<file path="src/rtl/rrf_pkg.sv">
package rrf_pkg;

    typedef enum logic [1:0] {
        BASE_HOLD = 2'd0,
        BASE_STEP = 2'd1,
        BASE_LOAD = 2'd2
    } base_cmd_e;

    // modulo add of two values already below m
    function automatic logic [31:0] wrap_add(input logic [31:0] a,
                                             input logic [31:0] b,
                                             input logic [31:0] m);
        logic [31:0] s;
        s = a + b;
        return (s >= m) ? (s - m) : s;
    endfunction

    // modulo decrement of a value already below m
    function automatic logic [31:0] wrap_dec(input logic [31:0] a,
                                             input logic [31:0] m);
        return (a == 32'd0) ? (m - 32'd1) : (a - 32'd1);
    endfunction

endpackage

</file>
<file path="src/rtl/rrf_base_ctrl.sv">
module rrf_base_ctrl #(
    parameter int ROT_REGS = 16,
    parameter int ROT_W    = 4
) (
    input  logic                 clk,
    input  logic                 rst_n,
    input  rrf_pkg::base_cmd_e   cmd,
    input  logic [ROT_W-1:0]     load_val,
    output logic [ROT_W-1:0]     base
);
    typedef struct packed {
        logic [ROT_W-1:0] base;
    } base_state_t;

    base_state_t st_d, st_q;

    always_comb begin
        st_d = st_q;
        case (cmd)
            rrf_pkg::BASE_LOAD:
                st_d.base = ROT_W'(32'(load_val) % 32'(ROT_REGS));
            rrf_pkg::BASE_STEP:
                st_d.base = ROT_W'(rrf_pkg::wrap_dec(32'(st_q.base), 32'(ROT_REGS)));
            default: ;
        endcase
    end

    always_ff @(posedge clk) begin
        if (!rst_n) begin
            st_q <= '0;
        end else begin
            st_q <= st_d;
        end
    end

    assign base = st_q.base;
endmodule

</file>
<file path="src/rtl/rrf_xlate.sv">
module rrf_xlate #(
    parameter int ROT_REGS   = 16,
    parameter int TOTAL_REGS = 24,
    parameter int SPEC_W     = 5,
    parameter int PHYS_W     = 5,
    parameter int ROT_W      = 4
) (
    input  logic [SPEC_W-1:0] spec,
    input  logic [ROT_W-1:0]  base,
    output logic [PHYS_W-1:0] phys,
    output logic              hit
);
    logic [31:0] spec_x;
    logic [31:0] base_x;

    always_comb begin
        spec_x = 32'(spec);
        base_x = 32'(base);
        hit    = (spec_x < 32'(TOTAL_REGS));
        if (!hit) begin
            phys = '0;
        end else if (spec_x < 32'(ROT_REGS)) begin
            phys = PHYS_W'(rrf_pkg::wrap_add(spec_x, base_x, 32'(ROT_REGS)));
        end else begin
            phys = PHYS_W'(spec_x);
        end
    end
endmodule

</file>
<file path="src/rtl/rrf_storage.sv">
module rrf_storage #(
    parameter int DATA_W   = 16,
    parameter int NUM_PHYS = 24,
    parameter int PHYS_W   = 5,
    parameter int NUM_RD   = 2
) (
    input  logic                              clk,
    input  logic                              rst_n,
    input  logic                              wr_en,
    input  logic [PHYS_W-1:0]                 wr_addr,
    input  logic [DATA_W-1:0]                 wr_data,
    input  logic [NUM_RD-1:0]                 rd_en,
    input  logic [NUM_RD-1:0][PHYS_W-1:0]     rd_addr,
    output logic [NUM_RD-1:0][DATA_W-1:0]     rd_data
);
    typedef struct packed {
        logic [NUM_PHYS-1:0][DATA_W-1:0] regs;
    } store_t;

    store_t st_d, st_q;

    always_comb begin
        st_d = st_q;
        if (wr_en) begin
            st_d.regs[wr_addr] = wr_data;
        end
    end

    always_ff @(posedge clk) begin
        if (!rst_n) begin
            st_q <= '0;
        end else begin
            st_q <= st_d;
        end
    end

    for (genvar g = 0; g < NUM_RD; g++) begin : g_rd
        always_comb begin
            if (!rd_en[g]) begin
                rd_data[g] = '0;
            end else if (wr_en && (wr_addr == rd_addr[g])) begin
                rd_data[g] = wr_data;
            end else begin
                rd_data[g] = st_q.regs[rd_addr[g]];
            end
        end
    end
endmodule

</file>
<file path="src/rtl/rotating_regfile.sv">
module rotating_regfile #(
    parameter int DATA_W    = 16,
    parameter int ROT_REGS  = 16,
    parameter int STAT_REGS = 8,
    parameter int SPEC_W    = 5,
    parameter int ROT_W     = $clog2(ROT_REGS)
) (
    input  logic              clk,
    input  logic              rst_n,
    input  logic [SPEC_W-1:0] rd0_spec,
    output logic [DATA_W-1:0] rd0_data,
    input  logic [SPEC_W-1:0] rd1_spec,
    output logic [DATA_W-1:0] rd1_data,
    input  logic              wr_en,
    input  logic [SPEC_W-1:0] wr_spec,
    input  logic [DATA_W-1:0] wr_data,
    input  logic              rot_step,
    input  logic              base_load,
    input  logic [ROT_W-1:0]  base_value
);
    localparam int TOTAL_REGS = ROT_REGS + STAT_REGS;
    localparam int PHYS_W     = $clog2(TOTAL_REGS);
    localparam int NUM_RD     = 2;
    localparam int NUM_XL     = NUM_RD + 1;

    rrf_pkg::base_cmd_e cmd;
    logic [ROT_W-1:0]   base_q;

    always_comb begin
        if (base_load)     cmd = rrf_pkg::BASE_LOAD;
        else if (rot_step) cmd = rrf_pkg::BASE_STEP;
        else               cmd = rrf_pkg::BASE_HOLD;
    end

    rrf_base_ctrl #(
        .ROT_REGS (ROT_REGS),
        .ROT_W    (ROT_W)
    ) u_base (
        .clk      (clk),
        .rst_n    (rst_n),
        .cmd      (cmd),
        .load_val (base_value),
        .base     (base_q)
    );

    // translator slots: 0 and 1 are reads, the last is the write
    logic [NUM_XL-1:0][SPEC_W-1:0] xl_spec;
    logic [NUM_XL-1:0][PHYS_W-1:0] xl_phys;
    logic [NUM_XL-1:0]             xl_hit;

    assign xl_spec = {wr_spec, rd1_spec, rd0_spec};

    for (genvar g = 0; g < NUM_XL; g++) begin : g_xl
        rrf_xlate #(
            .ROT_REGS   (ROT_REGS),
            .TOTAL_REGS (TOTAL_REGS),
            .SPEC_W     (SPEC_W),
            .PHYS_W     (PHYS_W),
            .ROT_W      (ROT_W)
        ) u_xl (
            .spec (xl_spec[g]),
            .base (base_q),
            .phys (xl_phys[g]),
            .hit  (xl_hit[g])
        );
    end

    logic [NUM_RD-1:0][PHYS_W-1:0] rd_addr;
    logic [NUM_RD-1:0]             rd_en;
    logic [NUM_RD-1:0][DATA_W-1:0] rd_data;

    assign rd_addr = {xl_phys[1], xl_phys[0]};
    assign rd_en   = xl_hit[NUM_RD-1:0];

    rrf_storage #(
        .DATA_W   (DATA_W),
        .NUM_PHYS (TOTAL_REGS),
        .PHYS_W   (PHYS_W),
        .NUM_RD   (NUM_RD)
    ) u_store (
        .clk     (clk),
        .rst_n   (rst_n),
        .wr_en   (wr_en && xl_hit[NUM_XL-1]),
        .wr_addr (xl_phys[NUM_XL-1]),
        .wr_data (wr_data),
        .rd_en   (rd_en),
        .rd_addr (rd_addr),
        .rd_data (rd_data)
    );

    assign rd0_data = rd_data[0];
    assign rd1_data = rd_data[1];
endmodule

</file>
<file path="config.mk">
export PLATFORM = sky130hd
export DESIGN_NAME = rotating_regfile
export DESIGN_NICKNAME = d
export VERILOG_FILES = /design/src/rtl/rrf_pkg.sv /design/src/rtl/rrf_base_ctrl.sv /design/src/rtl/rrf_xlate.sv /design/src/rtl/rrf_storage.sv /design/src/rtl/rotating_regfile.sv
export SDC_FILE = /design/constraint.sdc
export NUM_CORES = 1
export LEC_CHECK = 0
export BUFFER_PORTS_ARGS = -buffer_cell sky130_fd_sc_hd__buf_4
export CAP_MARGIN = 10
export CORE_MARGIN = 2
export CORE_UTILIZATION = 45
export DETAILED_ROUTE_END_ITERATION = 7
export RECOVER_POWER = 50
export SYNTH_ARGS = -nofsm -noshare
export SYNTH_HDL_FRONTEND = slang
export SYNTH_HIERARCHICAL = 1
export SYNTH_SLANG_ARGS = --single-unit
</file>
<file path="constraint.sdc">
create_clock -name clk -period 5.7 [get_ports clk]
set_input_delay 1.71 -clock clk [delete_from_list [all_inputs] [get_ports clk]]
set_output_delay 1.71 -clock clk [all_outputs]
set_load 0.1 [all_outputs]
</file>
==> results of run 1 <==
[final timing paths]
check             slack, ns               from  depth (start not counted)           endpoint
setup / recovery      -0.30        rd0_spec[0]                         13       rd0_data[10]
hold / removal         0.47  u_store/st_q[108]                          2  u_store/st_q[108]
hold reg to reg        0.47  u_store/st_q[108]                          2  u_store/st_q[108]
setup reg to reg       2.10     u_base/base[0]                         10   u_store/st_q[15]
[registers in the layout (all words and copies together) (netlist names)]
signal	flops
u_store/st_q	384
u_base/base	4
[area by class of cell]
cell class	count	area, um^2	share of cell area, %
multi-input cells	1942	14500	52.6
flip-flops and latches	388	7770	28.2
repair buffers	228	2790	10.1
clock buffers	55	1270	4.62
well taps	672	841	3.05
clock inverters	25	342	1.24
inverters	12	45.0	0.163
[per-stage QoR]
step	instances	instance area [um^2]	setup TNS (ns)	util, %
CTS	3323	27500	-7.51	54.8
global placement	3221	24700	-11.56	49.3
floorplan	2593	23500	-2.54	-
finish	3322	27600	-7.68	55.0
detailed placement	3221	24700	-12.39	49.3
global route	3322	27600	-9.22	55.0
[cell families (layout without fill, tap and decap cells)]
family                     Yosys count  count (layout)
and+or+nand+nor                    923             923
AOI/OAI and AO/OA                  665             665
xor gates and xnor gates            13              13
buffers and inverters              263             320
muxes                              324             324
adders and majority gates           17              17
DFF                                388             388
[worst min-delay path, cell delays in order, from the launching register on]
cell                       delay (ns)
sky130_fd_sc_hd__dfxtp_1         0.32
sky130_fd_sc_hd__nand2_1         0.05
sky130_fd_sc_hd__a21boi_1        0.05
[report_power, final]
part	switching [mW]	leakage, nW	internal, mW
sequential	0.0338	3.13	2.75
combinational	1.49	5.57	0.988
clock	1.22	0.807	1.95
[cells in the mapped netlist, drive strengths merged, types with 4 or more instances]
master          n  area [um^2]
nand3b          6         95.1
dfxtp         388         7770
a22o           32          280
mux4           64         1510
or3b            5         51.3
o22ai           9         56.3
nand3          33          170
nor2b          14         95.1
a22oi         128          961
xnor2          13          114
nor2           33          309
buf           116         1100
a31oi          65          407
a21boi        385         2890
inv            12         45.0
a21oi           4         31.3
clkbuf        128          493
mux2i         257         2570
nand2         808         3030
nor3b           6         75.1
dlymetal6s2s    4         50.1
ha             14          175
and3b           6         52.6
o31ai          32          240
[per-layer routing]
layer,vias up,GRT usage (%)
li1,9151,-
met1,9829,39.9
met2,841,49.5
met3,200,5.04
met4,0,12.3
met5,-,0
[timing repair]
action                                  in CTS  in global routing
endpoints found under the setup margin      32                 32
buffers inserted                            14                  2
hold endpoints to repair                     0                  0
hold buffers                                 0                  0
cloned                                       8                  1
pin swaps                                   32                 26
resized for setup                          162                 31
==> flow_results.xml, run 1 <==
<?xml version="1.0" encoding="UTF-8"?>
<metrics>
  <group name="status">
    <metric name="status" unit="">finished with violations</metric>
    <metric name="violations" unit="">capacitance limit, slew limit, setup timing</metric>
  </group>
  <group name="pwr">
    <metric name="cellLeakagePower" unit="nW">9.50</metric>
    <metric name="power.density" unit="mW/mm^2">306</metric>
    <metric name="vdd_ir_drop_max" unit="mV">0.228</metric>
    <metric name="p_total" unit="mW">8.43</metric>
  </group>
  <group name="grt">
    <metric name="grt_max_degree" unit="">180</metric>
    <metric name="antenna_found_initial" unit="">0</metric>
    <metric name="wire_length_of_the_first_global_routing_pass" unit="um">123000</metric>
    <metric name="global_route.overflow_total" unit="">0</metric>
    <metric name="first_global_vias" unit="">19700</metric>
    <metric name="groute.usage.overall" unit="%">30.3</metric>
  </group>
  <group name="setup_path">
    <metric name="critical_path.slowest_cell" unit="">sky130_fd_sc_hd__fa_2</metric>
    <metric name="worstSetupPathType" unit="">primary input to primary output</metric>
    <metric name="critical_path_peak_fanout" unit="">8</metric>
    <metric name="slowest_delay" unit="ns">0.52</metric>
    <metric name="path_buf_inv" unit="">6</metric>
    <metric name="worst_ep_arrival_time" unit="ns">4.29</metric>
    <metric name="crit_path_end_kind" unit="">primary output</metric>
    <metric name="cp_data_required_time" unit="ns">3.99</metric>
    <metric name="cp_cell_sequence" unit="">buf_8, ha_4, fa_2, inv_2, o22ai_4, buf_12, buf_4, mux4_2, a22o_1, a31oi_1, buf_4, a31oi_4, buf_12</metric>
    <metric name="path_delay_family" unit="">buffers and inverters</metric>
    <metric name="timing.critical_path.from_type" unit="">primary input</metric>
  </group>
  <group name="die">
    <metric name="die_height" unit="um">229</metric>
    <metric name="dieArea" unit="mm^2">0.0526</metric>
    <metric name="initial_core_utilization" unit="%">45.6</metric>
    <metric name="fp.dieW" unit="um">229</metric>
    <metric name="core.rowCount" unit="">82</metric>
    <metric name="design.portCount" unit="">72</metric>
    <metric name="fp.coreArea" unit="mm^2">0.0502</metric>
  </group>
  <group name="yosys">
    <metric name="synth_seq_cells" unit="">388</metric>
    <metric name="synth_async_sr_flop_share" unit="%">0</metric>
    <metric name="fraction_of_synthesized_cell_area_in_xor_and_xnor_cells" unit="%">0.498</metric>
    <metric name="mappedNetlistNets" unit="">2650</metric>
    <metric name="syn-mean-instance-area" unit="um^2">8.82</metric>
    <metric name="synth.mux.area_fraction" unit="%">18.0</metric>
    <metric name="synth_top_family_by_area" unit="">compound AO/OA/AOI/OAI gates</metric>
    <metric name="yosys.cell_types.count" unit="">58</metric>
    <metric name="synthesis_warning_total" unit="">6</metric>
    <metric name="synth-main-ff-cell" unit="">sky130_fd_sc_hd__dfxtp_1</metric>
    <metric name="synthesized_instance_count" unit="">2593</metric>
    <metric name="number_of_enable_type_register_cells_in_the_synthesized_netlist" unit="">0</metric>
    <metric name="syn-cell-area" unit="mm^2">0.0229</metric>
    <metric name="synth_simple_gate_area_share" unit="%">17.4</metric>
    <metric name="synth.yosys.seq_area_share" unit="%">34.0</metric>
    <metric name="post_synth_fa_ha_maj_area_fraction" unit="%">1.03</metric>
    <metric name="synth-compound-area-share" unit="%">21.6</metric>
  </group>
  <group name="drt">
    <metric name="maxUsedRoutingLayer" unit="">met4</metric>
    <metric name="routedWlPerCell" unit="um">24.3</metric>
    <metric name="drt_drc_violations_left" unit="">0</metric>
    <metric name="via_per_inst" unit="">6.03</metric>
    <metric name="met3RoutedLength" unit="um">5870</metric>
    <metric name="num_vias" unit="">20000</metric>
    <metric name="drt_wl_total" unit="um">80900</metric>
    <metric name="drt-met1-wl" unit="um">34400</metric>
    <metric name="drt.antenna.violating_nets" unit="">0</metric>
    <metric name="detail_route.first_pass.iterations" unit="">5</metric>
    <metric name="routed-wl-met2" unit="um">37500</metric>
    <metric name="drt_first_iter_violations" unit="">2079</metric>
  </group>
  <group name="timing">
    <metric name="fmaxAchievable" unit="MHz">167</metric>
    <metric name="grt_setup_unrepaired" unit="">yes</metric>
    <metric name="fin_hold_ws" unit="ns">0.467</metric>
    <metric name="post-route-min-period" unit="ns">6.00</metric>
    <metric name="timing_worst_slew_pin_value" unit="ns">3.31</metric>
    <metric name="setup_viol" unit="">32</metric>
    <metric name="finalCritPeriodShare" unit="%">105</metric>
    <metric name="worst_slack" unit="ns">-0.299</metric>
    <metric name="hold_violations" unit="">0</metric>
    <metric name="timing.slew.headroom" unit="%">-121</metric>
    <metric name="timing_max_transition_violations_final" unit="">180</metric>
    <metric name="worst_clock_skew" unit="ns">0.0155</metric>
  </group>
  <group name="final_layout">
    <metric name="mostFrequentLayoutCell" unit="">sky130_fd_sc_hd__nand2_1</metric>
    <metric name="antenna_cells" unit="">0</metric>
    <metric name="layout.filler_cells" unit="">4377</metric>
    <metric name="final_layout_size_suffix_gt1_share" unit="%">19.7</metric>
    <metric name="flow.area_growth_from_synthesis" unit="%">20.6</metric>
    <metric name="layout_common_cells" unit="">sky130_fd_sc_hd__nand2_1 (807), sky130_fd_sc_hd__dfxtp_1 (388), sky130_fd_sc_hd__a21boi_0 (265), sky130_fd_sc_hd__mux2i_1 (257), sky130_fd_sc_hd__buf_4 (132)</metric>
    <metric name="total_nets_final" unit="">2674</metric>
  </group>
  <group name="cts">
    <metric name="tritoncts" unit="">yes</metric>
    <metric name="cts-root-buf" unit="">sky130_fd_sc_hd__clkbuf_16</metric>
    <metric name="cts_buffer_depth" unit="">3</metric>
    <metric name="htree_num_levels" unit="">2</metric>
    <metric name="tritoncts_num_sinks" unit="">388</metric>
    <metric name="insertion_delay" unit="ns">0.58</metric>
    <metric name="clkTransAtPathRegs" unit="ns">0.06</metric>
    <metric name="tritoncts.num_buffers" unit="">45</metric>
  </group>
  <group name="placed_design">
    <metric name="globalplace.congestion" unit="">0.888</metric>
    <metric name="io_buffers" unit="">71</metric>
    <metric name="setup_slack_after_placement" unit="ns">-0.531</metric>
    <metric name="place_hpwl" unit="um">51100</metric>
  </group>
  <group name="job">
    <metric name="max_cap_viol_count" unit="">1</metric>
  </group>
  <group name="worst_hold_path">
    <metric name="min-delay-path-class" unit="">flop to flop</metric>
  </group>
</metrics>
No activity file was read; power rests on OpenSTA's default activity.
==> run 2: changes to the inputs <==
Settings changed: SYNTH_HIERARCHICAL 1 to unset.
==> run 2 against run 1 <==
The flow still finishes with violations (capacitance limit, slew limit, setup timing). Via count is 7.8% lower. Die area fell by 0.71%. Setup slack worse by 0.13 ns. Critical path type unchanged. First-iteration DRC count is 16% lower. Largest power group unchanged. Sequential share of layout area is 1.8 points lower.
==> flow_results.xml, run 2 <==
<?xml version="1.0" encoding="UTF-8"?>
<metrics>
  <group name="status">
    <metric name="status" unit="">finished with violations</metric>
    <metric name="violations" unit="">capacitance limit, slew limit, setup timing</metric>
  </group>
  <group name="timing">
    <metric name="finalCritPeriodShare" unit="%">108</metric>
    <metric name="grt_setup_unrepaired" unit="">yes</metric>
    <metric name="timing_max_transition_violations_final" unit="">181</metric>
    <metric name="setup_viol" unit="">32</metric>
    <metric name="tns" unit="ns">-11.36</metric>
    <metric name="timing.slew.headroom" unit="%">-106</metric>
    <metric name="fin_hold_ws" unit="ns">0.482</metric>
    <metric name="fmaxAchievable" unit="MHz">163</metric>
    <metric name="worst_slack" unit="ns">-0.432</metric>
    <metric name="post-route-min-period" unit="ns">6.13</metric>
    <metric name="timing_worst_slew_pin_value" unit="ns">3.09</metric>
    <metric name="worst_clock_skew" unit="ns">0.0201</metric>
    <metric name="hold_violations" unit="">0</metric>
  </group>
  <group name="pwr">
    <metric name="power.density" unit="mW/mm^2">252</metric>
    <metric name="vdd_ir_drop_max" unit="mV">0.212</metric>
    <metric name="cellLeakagePower" unit="nW">10.3</metric>
  </group>
  <group name="final_layout">
    <metric name="sequential_cell_area" unit="mm^2">0.00777</metric>
    <metric name="stdcell_area" unit="mm^2">0.0295</metric>
    <metric name="mostFrequentLayoutCell" unit="">sky130_fd_sc_hd__mux2i_1</metric>
    <metric name="registers.top_by_ff_count" unit="">u_store.st_q</metric>
    <metric name="flow.area_growth_from_synthesis" unit="%">30.0</metric>
    <metric name="multi_input_area" unit="mm^2">0.0153</metric>
    <metric name="layout.filler_cells" unit="">4188</metric>
    <metric name="layout_common_cells" unit="">sky130_fd_sc_hd__mux2i_1 (491), sky130_fd_sc_hd__nor2b_1 (420), sky130_fd_sc_hd__dfxtp_1 (388), sky130_fd_sc_hd__buf_4 (293), sky130_fd_sc_hd__mux4_2 (108)</metric>
    <metric name="final_layout_size_suffix_gt1_share" unit="%">31.0</metric>
    <metric name="total_nets_final" unit="">2502</metric>
    <metric name="largest_register_ff_count" unit="">384</metric>
  </group>
  <group name="setup_path">
    <metric name="timing.critical_path.from_type" unit="">primary input</metric>
    <metric name="r2r_setup_slack" unit="ns">2.28</metric>
    <metric name="worst_ep_arrival_time" unit="ns">4.42</metric>
    <metric name="crit-reg2reg-capture" unit="">u_store.st_q[199]</metric>
    <metric name="cp_data_required_time" unit="ns">3.99</metric>
    <metric name="worstSetupPathType" unit="">primary input to primary output</metric>
    <metric name="worst_reg_to_reg_cells" unit="">10</metric>
    <metric name="worstReg2RegStart" unit="">u_base.base[0]</metric>
    <metric name="crit_path_end_kind" unit="">primary output</metric>
    <metric name="critical_path_peak_fanout" unit="">8</metric>
  </group>
  <group name="grt">
    <metric name="global_route.overflow_total" unit="">0</metric>
    <metric name="first_global_vias" unit="">18400</metric>
    <metric name="wire_length_of_the_first_global_routing_pass" unit="um">120000</metric>
    <metric name="grt_max_degree" unit="">181</metric>
    <metric name="antenna_found_initial" unit="">1</metric>
    <metric name="groute.usage.overall" unit="%">29.9</metric>
  </group>
  <group name="drt">
    <metric name="detail_route.first_pass.iterations" unit="">7</metric>
    <metric name="routedWlPerCell" unit="um">25.1</metric>
    <metric name="drt.antenna.violating_nets" unit="">0</metric>
    <metric name="drt_first_iter_violations" unit="">1754</metric>
    <metric name="drt_wl_total" unit="um">79000</metric>
    <metric name="num_vias" unit="">18500</metric>
    <metric name="drt_drc_violations_left" unit="">0</metric>
    <metric name="via_per_inst" unit="">5.87</metric>
  </group>
  <group name="yosys">
    <metric name="post-synth-top-count-cell" unit="">sky130_fd_sc_hd__mux2i_1</metric>
    <metric name="syn-mean-instance-area" unit="um^2">10.2</metric>
    <metric name="netlist.area_leader.share" unit="%">34.2</metric>
    <metric name="synth-main-ff-cell" unit="">sky130_fd_sc_hd__dfxtp_1</metric>
    <metric name="synthesized_instance_count" unit="">2224</metric>
    <metric name="post_synth_most_frequent_cells" unit="">sky130_fd_sc_hd__mux2i_1 (491), sky130_fd_sc_hd__nor2b_1 (435), sky130_fd_sc_hd__dfxtp_1 (388)</metric>
    <metric name="yosys.cell_types.count" unit="">67</metric>
    <metric name="synth.yosys.seq_area_share" unit="%">34.2</metric>
    <metric name="post_synth_main_area_contributors" unit="">sky130_fd_sc_hd__dfxtp_1 (34%), sky130_fd_sc_hd__mux2i_1 (22%), sky130_fd_sc_hd__nor2b_1 (12%), sky130_fd_sc_hd__mux4_2 (11%), sky130_fd_sc_hd__clkbuf_1 (2.1%)</metric>
    <metric name="synthesis_warning_total" unit="">0</metric>
    <metric name="synth_seq_cells" unit="">388</metric>
    <metric name="synth_top_cell_by_area" unit="">sky130_fd_sc_hd__dfxtp_1</metric>
    <metric name="synth_async_sr_flop_share" unit="%">0</metric>
    <metric name="mappedNetlistNets" unit="">2281</metric>
    <metric name="syn-cell-area" unit="mm^2">0.0227</metric>
    <metric name="number_of_enable_type_register_cells_in_the_synthesized_netlist" unit="">0</metric>
  </group>
  <group name="cts">
    <metric name="cts_hold_buf" unit="">0</metric>
    <metric name="tritoncts.num_buffers" unit="">46</metric>
    <metric name="htree_num_levels" unit="">2</metric>
    <metric name="insertion_delay" unit="ns">0.59</metric>
    <metric name="tritoncts" unit="">yes</metric>
    <metric name="clkTransAtPathRegs" unit="ns">0.06</metric>
    <metric name="cts-root-buf" unit="">sky130_fd_sc_hd__clkbuf_16</metric>
    <metric name="tritoncts_num_sinks" unit="">388</metric>
    <metric name="cts_buffer_depth" unit="">3</metric>
  </group>
  <group name="placed_design">
    <metric name="place_hpwl" unit="um">54100</metric>
    <metric name="globalplace.congestion" unit="">0.928</metric>
    <metric name="io_buffers" unit="">71</metric>
    <metric name="setup_slack_after_placement" unit="ns">-0.718</metric>
    <metric name="postPlaceCellArea" unit="mm^2">0.0268</metric>
  </group>
  <group name="die">
    <metric name="design.portCount" unit="">72</metric>
    <metric name="core.rowCount" unit="">82</metric>
    <metric name="dieArea" unit="mm^2">0.0522</metric>
    <metric name="die_height" unit="um">229</metric>
    <metric name="initial_core_utilization" unit="%">45.4</metric>
    <metric name="fp.coreArea" unit="mm^2">0.0500</metric>
    <metric name="fp.dieW" unit="um">229</metric>
  </group>
  <group name="worst_hold_path">
    <metric name="min-delay-path-class" unit="">flop to flop</metric>
    <metric name="min_to" unit="">u_store.st_q[288]</metric>
    <metric name="min-delay-start" unit="">u_store.st_q[288]</metric>
    <metric name="min_delay_path_depth" unit="">2</metric>
  </group>
  <group name="job">
    <metric name="max_cap_viol_count" unit="">1</metric>
  </group>
</metrics>
## run 2: changes by cell type after synthesis, sizes merged, moves of 33 or more
cell / delta
a31oi: -44
a21boi: -367
o22ai: +49
nor2b: +421
a211oi: +33
a21oi: +37
a22oi: -127
mux4: +44
nand2: -713
mux2i: +234
## run 2: worst max path at each step
| stage | slack, ns | cells past startpoint | from | to |
|---|---|---|---|---|
| finish | -0.43 | 14 | rd0_spec[0] | rd0_data[0] |
| global route | -0.47 | 14 | rd0_spec[0] | rd0_data[6] |
| CTS | -0.42 | 14 | rd1_spec[0] | rd1_data[3] |
| detailed placement | -0.72 | 13 | rd0_spec[0] | rd0_data[12] |
| global placement | -0.69 | 13 | rd0_spec[0] | rd0_data[12] |
| floorplan | -0.52 | 12 | rd1_spec[0] | rd1_data[10] |
## run 2: critical path: stages
cell and delay [ns]:
sky130_fd_sc_hd__buf_8 0.08, sky130_fd_sc_hd__ha_4 0.13, sky130_fd_sc_hd__inv_2 0.04, sky130_fd_sc_hd__fa_2 0.61, sky130_fd_sc_hd__nor2_4 0.06, sky130_fd_sc_hd__nor2_4 0.14, sky130_fd_sc_hd__buf_6 0.14, sky130_fd_sc_hd__xnor2_2 0.08
sky130_fd_sc_hd__or4_4 0.62, sky130_fd_sc_hd__buf_12 0.20, sky130_fd_sc_hd__o31ai_1 0.21, sky130_fd_sc_hd__buf_4 0.16, sky130_fd_sc_hd__a21oi_4 0.04, sky130_fd_sc_hd__buf_12 0.18
## run 2: cell families after synthesis
| kind of cell | after synthesis | synth area share, % |
|---|---|---|
| buffers and inverters | 245 | 4.84 |
| adder cells (fa/ha/maj) | 17 | 1.04 |
| AND/OR/NAND/NOR | 675 | 18.0 |
| XOR/XNOR | 13 | 0.535 |
| multiplexers | 600 | 32.4 |
| AO/OA/AOI/OAI | 286 | 8.89 |
| flip-flops | 388 | 34.2 |
## run 2: per-stage QoR
| stage | power, mW | std cells | util, % |
|---|---|---|---|
| final | 7.44 | 3144 | 59.1 |
| after global routing | 7.65 | 3144 | 59.1 |
| after detailed placement | 4.39 | 3041 | 53.6 |
| after global placement | 4.38 | 3041 | 53.6 |
| after floorplan | 3.77 | 2224 | - |
| after CTS | 7.43 | 3141 | 58.6 |
## run 2: final cells by class
class	instances	share of cell area, %
Antenna cell	1	0.00848
Clock buffer	66	4.53
Clock inverter	8	0.399
Inverter	29	0.369
Multi-Input combinational cell	1591	52.0
Sequential cell	388	26.3
Tap cell	672	2.85
Timing Repair Buffer	389	13.5
## run 2: power by group
| group | internal, mW | total [mW] | switching (mW) | leakage [nW] |
|---|---|---|---|---|
| clock | 1.71 | 2.91 | 1.20 | 0.706 |
| sequential | 2.75 | 2.78 | 0.0316 | 3.13 |
| combinational | 0.772 | 1.75 | 0.977 | 6.47 |
## run 2: per-layer routing
layer,vias up,wire length [um],global-route usage (%)
li1,8470,-,-
met4,0,1940,8.19
met2,550,35900,47.6
met1,9316,36700,42.4
met3,114,4520,4.15
met5,-,0,0
## run 2: what timing repair did
action / CTS / global route
setup endpoints to repair: 32 / 32
gates resized for setup: 154 / 54
gates cloned: 3 / 0
buffers inserted: 24 / 6
pin swaps: 39 / 35
==> run 3: changes to the inputs <==
Settings changed: PLACE_DENSITY set to 0.67.
==> run 3 against run 2 <==
The run still ends with capacitance limit, slew limit, setup timing left. Cell count about the same. Via count up 2.4%. Critical path depth unchanged. Clock skew up 0.0021 ns. Maximum frequency up 0.17%. Non-clock buffer count down 5. Die area unchanged.
==> flow_results.xml, run 3 (synthesized netlist as in run 2, its figures left out) <==
<?xml version="1.0" encoding="UTF-8"?>
<metrics>
  <group name="final_layout">
    <metric name="fin_util" unit="%">59.6</metric>
    <metric name="layout_common_cells" unit="">sky130_fd_sc_hd__mux2i_1 (490), sky130_fd_sc_hd__nor2b_1 (405), sky130_fd_sc_hd__dfxtp_1 (388), sky130_fd_sc_hd__buf_4 (277), sky130_fd_sc_hd__mux4_2 (108)</metric>
    <metric name="antenna_cells" unit="">0</metric>
    <metric name="instances_no_fill" unit="">3142</metric>
    <metric name="total_nets_final" unit="">2495</metric>
    <metric name="mostFrequentLayoutCell" unit="">sky130_fd_sc_hd__mux2i_1</metric>
    <metric name="final_layout_size_suffix_gt1_share" unit="%">32.4</metric>
    <metric name="registers.top_by_ff_count" unit="">u_store.st_q</metric>
    <metric name="largest_register_ff_count" unit="">384</metric>
    <metric name="flow.area_growth_from_synthesis" unit="%">31.3</metric>
  </group>
  <group name="placed_design">
    <metric name="place_hpwl" unit="um">52100</metric>
    <metric name="globalplace.congestion" unit="">0.919</metric>
    <metric name="placedCellCount" unit="">3028</metric>
    <metric name="io_buffers" unit="">71</metric>
  </group>
  <group name="setup_path">
    <metric name="timing.critical_path.from_type" unit="">primary input</metric>
    <metric name="crit_path_end_kind" unit="">primary output</metric>
    <metric name="critical_path_peak_fanout" unit="">8</metric>
    <metric name="cp_data_required_time" unit="ns">3.99</metric>
    <metric name="worstSetupPathType" unit="">primary input to primary output</metric>
    <metric name="worst_ep_arrival_time" unit="ns">4.41</metric>
  </group>
  <group name="worst_hold_path">
    <metric name="min-delay-path-class" unit="">flop to flop</metric>
  </group>
  <group name="pwr">
    <metric name="cellLeakagePower" unit="nW">10.4</metric>
    <metric name="power.density" unit="mW/mm^2">253</metric>
    <metric name="vdd_ir_drop_max" unit="mV">0.217</metric>
  </group>
  <group name="drt">
    <metric name="drt.antenna.violating_nets" unit="">0</metric>
    <metric name="detail_route.first_pass.iterations" unit="">8</metric>
    <metric name="num_vias" unit="">18900</metric>
    <metric name="drt_first_iter_violations" unit="">1951</metric>
    <metric name="via_per_inst" unit="">6.01</metric>
    <metric name="drt_drc_violations_left" unit="">0</metric>
    <metric name="routedWlPerCell" unit="um">24.7</metric>
    <metric name="drt_wl_total" unit="um">77600</metric>
  </group>
  <group name="die">
    <metric name="die_height" unit="um">229</metric>
    <metric name="dieArea" unit="mm^2">0.0522</metric>
    <metric name="initial_core_utilization" unit="%">45.4</metric>
    <metric name="design.portCount" unit="">72</metric>
    <metric name="core.rowCount" unit="">82</metric>
    <metric name="fp.coreArea" unit="mm^2">0.0500</metric>
    <metric name="fp.dieW" unit="um">229</metric>
  </group>
  <group name="timing">
    <metric name="post-route-min-period" unit="ns">6.12</metric>
    <metric name="hold_violations" unit="">0</metric>
    <metric name="grt_setup_unrepaired" unit="">yes</metric>
    <metric name="timing_max_transition_violations_final" unit="">197</metric>
    <metric name="fmaxAchievable" unit="MHz">163</metric>
    <metric name="timing_worst_slew_pin_value" unit="ns">3.32</metric>
    <metric name="worst_slack" unit="ns">-0.421</metric>
    <metric name="timing.slew.headroom" unit="%">-122</metric>
    <metric name="finalCritPeriodShare" unit="%">107</metric>
    <metric name="worst_clock_skew" unit="ns">0.0222</metric>
    <metric name="fin_hold_ws" unit="ns">0.484</metric>
    <metric name="setup_viol" unit="">32</metric>
  </group>
  <group name="job">
    <metric name="max_cap_viol_count" unit="">1</metric>
  </group>
  <group name="cts">
    <metric name="clkTransAtPathRegs" unit="ns">0.06</metric>
    <metric name="tritoncts.num_buffers" unit="">44</metric>
    <metric name="tritoncts" unit="">yes</metric>
    <metric name="cts_hold_buf" unit="">0</metric>
    <metric name="tritoncts_num_sinks" unit="">388</metric>
    <metric name="htree_num_levels" unit="">2</metric>
    <metric name="cts_buffer_depth" unit="">3</metric>
    <metric name="cts-root-buf" unit="">sky130_fd_sc_hd__clkbuf_16</metric>
    <metric name="insertion_delay" unit="ns">0.60</metric>
  </group>
  <group name="grt">
    <metric name="grt_max_degree" unit="">197</metric>
    <metric name="wire_length_of_the_first_global_routing_pass" unit="um">116000</metric>
    <metric name="first_global_vias" unit="">18500</metric>
    <metric name="antenna_found_initial" unit="">0</metric>
    <metric name="global_route.overflow_total" unit="">0</metric>
    <metric name="groute.usage.overall" unit="%">28.7</metric>
  </group>
  <group name="status">
    <metric name="status" unit="">finished with violations</metric>
    <metric name="violations" unit="">capacitance limit, slew limit, setup timing</metric>
  </group>
</metrics>
run 3: cell types whose count changed in the layout (fill, tap and decap cells not counted), sizes merged:
| cell | previous run | this run |
|---|---|---|
| bufinv | 2 | 4 |
| buf | 385 | 379 |
| clkinv | 4 | 12 |
| clkbuf | 70 | 64 |
| diode | 1 | 0 |
| clkinvlp | 2 | 3 |
run 3: where the power goes:
part / switching [mW] / internal [mW]
Combinational: 1.00 / 0.806
Sequential: 0.0327 / 2.75
Clock: 1.22 / 1.74
Total: 2.25 / 5.29
run 3: worst max-delay path: stages:
cell	delay, ns
sky130_fd_sc_hd__buf_8	0.08
sky130_fd_sc_hd__ha_4	0.13
sky130_fd_sc_hd__inv_2	0.04
sky130_fd_sc_hd__fa_2	0.56
sky130_fd_sc_hd__nor2_4	0.05
sky130_fd_sc_hd__or2_4	0.30
sky130_fd_sc_hd__buf_6	0.15
sky130_fd_sc_hd__buf_12	0.14
sky130_fd_sc_hd__mux4_2	0.30
sky130_fd_sc_hd__nor2b_4	0.15
sky130_fd_sc_hd__nor4_4	0.34
sky130_fd_sc_hd__buf_4	0.18
sky130_fd_sc_hd__a21oi_4	0.06
sky130_fd_sc_hd__buf_12	0.18
run 3: through the flow:
stage | TNS (ns) | power [mW] | area (um^2) | worst slack (ns)
after floorplan | -12.03 | 3.77 | 23700 | -0.523
after global placement | -15.37 | 4.35 | 26700 | -0.693
after detailed placement | -15.84 | 4.37 | 26700 | -0.689
after CTS | -11.17 | 7.49 | 29300 | -0.430
after global routing | -12.11 | 7.75 | 29800 | -0.452
final | -10.50 | 7.54 | 29800 | -0.421
run 3: path summary, 6_finish.rpt:
kind                                   startpoint                 to  slack [ns]  cells after the start
worst max-delay path                  rd0_spec[0]        rd0_data[6]       -0.42                     14
worst min-delay path            u_store.st_q[291]  u_store.st_q[291]        0.48                      2
worst max register to register     u_base.base[0]  u_store.st_q[226]        2.00                      9
worst min register to register  u_store.st_q[291]  u_store.st_q[291]        0.48                      2
run 3: what timing repair did:
action,CTS,global route
gates resized for setup,179,94
cloned,4,2
pin swaps,41,44
endpoints found under the setup margin,32,32
endpoints found under the hold margin,0,0
buffers inserted,19,21
run 3: area by class of cell:
| cell class | instances | area, um^2 |
|---|---|---|
| clock inverter | 19 | 243 |
| fill | 3982 | 20200 |
| inverter | 29 | 109 |
| tap | 672 | 841 |
| timing repair buffer | 384 | 4010 |
| sequential | 388 | 7770 |
| multi-input combinational | 1591 | 15600 |
| clock buffer | 59 | 1260 |
run 3: per-layer routing:
| layer | wire length, um | track usage, % | up-vias |
|---|---|---|---|
| li1 | - | - | 8463 |
| met1 | 34100 | 40.4 | 9499 |
| met2 | 35600 | 45.6 | 791 |
| met3 | 5870 | 4.35 | 138 |
| met4 | 2040 | 8.17 | 0 |
| met5 | 0 | 0 | - |
